[config.mk]
export PLATFORM = sky130hd
export DESIGN_NAME = lcd_quad_seq
export DESIGN_NICKNAME = d
export VERILOG_FILES = /design/src/rtl/lcd_quad_seq.sv
export SDC_FILE = /design/constraint.sdc
export NUM_CORES = 1
export LEC_CHECK = 0
export ABC_AREA = 0
export BUFFER_PORTS_ARGS = -buffer_cell sky130_fd_sc_hd__buf_2
export CORE_AREA = 2 2 137 139
export CTS_CLUSTER_DIAMETER = 100
export DETAILED_ROUTE_END_ITERATION = 8
export DIE_AREA = 0 0 139 141
export PLACE_DENSITY = 0.56
export SLEW_MARGIN = 10
export SYNTH_ARGS = -nofsm -noshare
export SYNTH_HDL_FRONTEND = slang
export SYNTH_SLANG_ARGS = --single-unit
[constraint.sdc]
create_clock -name clk -period 1.88 [get_ports clk]
set_input_delay 0.094 -clock clk [delete_from_list [all_inputs] [get_ports clk]]
set_output_delay 0.094 -clock clk [all_outputs]
set_load 0.02 [all_outputs]
[src/rtl/lcd_quad_seq.sv]
module lcd_quad_seq #(
  parameter int SEG_PINS  = 55,
  parameter int PORT_PINS = 4,
  parameter int FRAME_LEN = 512
) (
  input  logic                    clk,
  input  logic                    rst_n,
  input  logic                    bias_half,
  input  logic                    seg_blank,
  input  logic                    sleep,
  input  logic [2:0]              port_sel,
  input  logic [1:0]              scan_sel,
  input  logic [4*SEG_PINS-1:0]   disp,
  output logic [7:0]              com_lvl,
  output logic [2*SEG_PINS-1:0]   seg_lvl,
  output logic [PORT_PINS-1:0]    port_en,
  output logic [1:0]              scan_en
);

  localparam int QTR  = FRAME_LEN / 4;
  localparam int HALF = QTR / 2;
  localparam int SW   = (QTR > 1) ? $clog2(QTR) : 1;

  logic [SW-1:0] sub;
  logic [1:0]    phase;
  logic          pol, live;
  logic [1:0]    com_sel, com_idle, seg_on, seg_off;
  logic [2:0]    nport;
  logic [3:0]    com_ext;

  always_ff @(posedge clk or negedge rst_n) begin
    if (!rst_n) begin
      sub   <= '0;
      phase <= '0;
    end else if (sleep) begin
      sub   <= '0;
      phase <= '0;
    end else if (sub == SW'(QTR - 1)) begin
      sub   <= '0;
      phase <= phase + 2'd1;
    end else begin
      sub <= sub + SW'(1);
    end
  end

  assign pol      = (sub >= SW'(HALF));
  assign live     = rst_n && !sleep;
  assign com_sel  = pol ? 2'd0 : 2'd3;
  assign seg_on   = pol ? 2'd3 : 2'd0;
  assign com_idle = bias_half ? 2'd1 : (pol ? 2'd2 : 2'd1);
  assign seg_off  = bias_half ? 2'd1 : (pol ? 2'd1 : 2'd2);

  assign nport      = (port_sel > 3'(PORT_PINS)) ? 3'(PORT_PINS) : port_sel;
  assign scan_en[0] = rst_n && (scan_sel == 2'b00);
  assign scan_en[1] = rst_n && !scan_sel[1];

  for (genvar k = 0; k < 4; k++) begin : g_com
    assign com_lvl[2*k +: 2] = !live ? 2'd0 :
                               (phase == 2'(k)) ? com_sel : com_idle;
    assign com_ext[k] = (com_lvl[2*k +: 2] == 2'd0) || (com_lvl[2*k +: 2] == 2'd3);
  end

  for (genvar i = 0; i < PORT_PINS; i++) begin : g_pen
    assign port_en[i] = rst_n && (3'(i) < nport);
  end

  for (genvar n = 0; n < SEG_PINS; n++) begin : g_seg
    logic [3:0] grp;
    logic [1:0] wave;
    assign grp  = disp[4*n +: 4];
    assign wave = !live ? 2'd0 : (grp[phase] && !seg_blank) ? seg_on : seg_off;
    if (n < PORT_PINS) begin : g_port
      assign seg_lvl[2*n +: 2] = port_en[n] ? (grp[0] ? 2'd3 : 2'd0) : wave;
    end else if (n == SEG_PINS - 2) begin : g_scan0
      assign seg_lvl[2*n +: 2] = scan_en[0] ? 2'd0 : wave;
    end else if (n == SEG_PINS - 1) begin : g_scan1
      assign seg_lvl[2*n +: 2] = scan_en[1] ? 2'd0 : wave;
    end else begin : g_plain
      assign seg_lvl[2*n +: 2] = wave;
    end
  end

  assert_one_selected_R1: assert property (@(posedge clk) disable iff (!rst_n)
    !sleep |-> $countones(com_ext) == 1);

  assert_phase_step_R1: assert property (@(posedge clk) disable iff (!rst_n)
    (phase != $past(phase)) && !$past(sleep) && !sleep |-> $past(sub) == SW'(QTR - 1));

  assert_no_upper_mid_R4: assert property (@(posedge clk) disable iff (!rst_n)
    bias_half |-> (com_lvl[1:0] != 2'd2) && (com_lvl[3:2] != 2'd2) &&
                  (com_lvl[5:4] != 2'd2) && (com_lvl[7:6] != 2'd2));

  assert_sleep_dark_R6: assert property (@(posedge clk) disable iff (!rst_n)
    sleep |-> com_lvl == 8'd0);

  assert_reset_dark_R7: assert property (@(posedge clk)
    !rst_n |-> (com_lvl == 8'd0) && (port_en == '0) && (scan_en == 2'b00));

endmodule

==> flow_summary.yaml <==
outcome:
  status: "finished with violations"
  violations: "negative setup slack"
yosys:
  netlist_area_um2: 3470
  synth.avg_cell_area_um2: 9.34
  yosysSeqAreaShare: 0.0650
  syn_nets: 607
  synthDistinctLibCells: 38
  synth_ff_type: "dfrtp_1"
  synthTopCellsByArea: "mux4_2 (32%), mux2i_1 (18%), nand2b_1 (10%)"
  synth_commonest_cells: "mux2i_1 (64), a21oi_1 (63), nand2b_1 (56), mux4_2 (49), clkbuf_1 (24)"
  yosys_warnings: 0
  async_flop_share: 1.00
  ys_seq_elements: 9
  synth-edff-count: 0
  synth_top_area_frac: 0.318
  yosysMostFrequentCell: "mux2i_1"
  yosys.area.top_type: "mux4_2"
  syn_inst: 371
min_path:
  holdPathEnd: "sub[2]$_DFF_PN0_"
  holdPathStages: 3
  hold_class: "input pin to flop"
  min-delay-start: "sleep"
grt:
  top_usage_layer: "met2"
  use_met1: 0.221
  grt_pass1_wl_mm: 27.5
  grt_max_degree: 50
  gr-usage-met2: 0.326
  grt_use_met3: 0.0319
  grt_overflow: 0
  antenna_found_initial: 2
  grt_pass1_vias: 4648
  grt_util_all_layers: 0.178
floorplan:
  dieArea_um2: 19600
  initial_core_util: 0.190
  die_x_um: 139
  fp-row-count: 50
  die_h_um: 141
  ioPinCount: 354
  core_area_um2: 18300
pwr:
  p_leak_uw: 0.00324
  design_power_total_uw: 1640
  ir_drop_mv: 0.211
  powerDensity_nw_per_um2: 250
critical_path:
  worstReg2RegStart: "sub[0]$_DFF_PN0_"
  crit_chain: "buf_12, buf_4, mux4_2, nand2b_1, mux2i_1, buf_4"
  cp.required_ns: 1.79
  endpoint_kind: "primary output"
  worst-r2r-cell-count: 5
  path_common_cell: "buf_4"
  cp.arrival_ns: 2.06
  cp_max_fo: 13
  critPathKind: "flop to primary output"
  timing.rr.end: "phase[1]$_DFFE_PN0P_"
  timing.reg2reg.setup_slack_ns: 0.30
  slowest_delay_ns: 0.51
  critPathSlowestCell: "dfrtp_4"
  start_kind: "flop"
  crit_buf_inv: 3
  path_delay_family: "multiplexers"
timing:
  finalSetupViolations: 100
  slew_violations: 0
  skew_ns: 0.000522
  period_minus_slack_ns: 2.15
  slew_headroom: 0.412
  finalCritPeriodShare: 1.15
  hold_slack_ns: 0.202
  worst_slew_pin_slew_ns: 0.882
  hold_viol_final: 0
  fin_setup_tns_ns: -12.62
  max_clock_freq_mhz: 464
  setup_slack_ns: -0.273
  rsz0062_at_grt: "yes"
final_layout:
  post-route-util: 0.359
  multi_input_area_um2: 3240
  instances_no_fill: 970
  drive_above_1_share: 0.707
  seq_area_um2: 231
  syn2layout_area_growth_pct: 89.5
  fill_cells: 1882
  fin_nets: 972
clocking:
  clk_pin_slew_ns: 0.04
  cts_tree: "done"
  clock_latency_ns: 0.24
  htreeDepth: 1
  root_buffer: "clkbuf_16"
  cts_inserted_buffers: 3
  cts_max_path_buffers: 2
  cts_sinks: 9
drt:
  num_vias: 4653
  antenna_left: 0
  drt_iter0_drc: 188
  drcViolationCount: 0
  dr.pass1.iters: 4
  routed_wl_mm: 19.4
  wl_per_cell_um: 20.0
  avgViaCountPerCell: 4.80
place:
  io_buffers: 353
  place_hpwl_mm: 14.2
  gp_congestion: 0.794
  dp.cells: 942
job:
  maxCapViolations: 0
==> registers in the layout (all words and copies together), names as in the netlist <==
name / flops
sub: 7
phase: 2
==> timing repair <==
item | in CTS | in global routing
setup endpoints to repair | 107 | 117
cloned | 2 | 1
setup buffers | 8 | 11
pin swaps | 6 | 13
hold buffers | 1 | 0
hold endpoints to repair | 9 | 0
gates resized for setup | 111 | 84
==> layout by cell type, fill, tap and decap left out, drive strengths merged, types with 2 or more instances in the layout <==
master | netlist | final
buf | 22 | 403
mux2i | 64 | 64
a21oi | 63 | 63
nand2b | 57 | 57
mux4 | 51 | 51
nor2 | 15 | 15
nand2 | 9 | 9
dfrtp | 9 | 9
o21ai | 8 | 9
nor3 | 8 | 8
ha | 6 | 6
nor2b | 5 | 5
inv | 5 | 5
xnor2 | 4 | 4
clkbuf | 24 | 4
o22a | 4 | 4
nand3 | 3 | 3
o31ai | 2 | 2
o21a | 2 | 2
xor2 | 2 | 2
==> worst max-delay path by stage <==
stage / start / endpoint / slack, ns / depth (start not counted)
3_3_place_gp: phase[0]$_DFFE_PN0P_ / seg_lvl[21] / -0.04 / 6
2_1_floorplan: phase[0]$_DFFE_PN0P_ / seg_lvl[59] / 0.04 / 5
5_1_grt: phase[0]$_DFFE_PN0P_ / seg_lvl[105] / -0.31 / 6
6_report: phase[0]$_DFFE_PN0P_ / seg_lvl[23] / -0.27 / 6
4_1_cts: phase[0]$_DFFE_PN0P_ / seg_lvl[7] / -0.26 / 7
3_5_place_dp: phase[0]$_DFFE_PN0P_ / seg_lvl[21] / -0.04 / 6
==> stage by stage <==
step           worst slack (ns)  instance area [um2]
2_1_floorplan            0.0420                 3470
3_3_place_gp            -0.0395                 5630
3_5_place_dp            -0.0446                 5630
4_1_cts                  -0.256                 6110
5_1_grt                  -0.310                 6570
6_report                 -0.273                 6570
==> cells by family (layout without fill, tap and decap cells) <==
logic type | after synthesis | in the layout | synth area share
AOI/OAI and AO/OA | 81 | 82 | 0.126
xor gates and xnor gates | 6 | 6 | 0.0152
adders and majority gates | 6 | 6 | 0.0217
buffers and inverters | 51 | 414 | 0.0856
DFF | 9 | 9 | 0.0650
muxes | 115 | 115 | 0.518
other | 0 | 1 | 0
and+or+nand+nor | 103 | 103 | 0.168
==> metal layers <==
layer,up-vias,wire length (um)
li1,2128,-
met3,16,1220
met1,2278,7850
met5,-,0
met4,0,238
met2,231,10100
==> worst min-delay path: cells and delay by family <==
family	cells	cell delay [ns]
and+or+nand+nor	1	0.06
buffers and inverters	2	0.25
==> where the power goes <==
part	switching [uW]	internal, uW
Clock	109	282
Combinational	519	528
Sequential	5.28	200
Total	633	1010
==> layout make-up <==
class	count	area share
clock inverters	1	0.000762
well taps	234	0.0446
diodes	1	0.000381
inverters	5	0.00324
flip-flops and latches	9	0.0353
clock buffers	3	0.0114
multi-input cells	312	0.494
repair buffers	405	0.410
(Power assumes the default switching activity.)
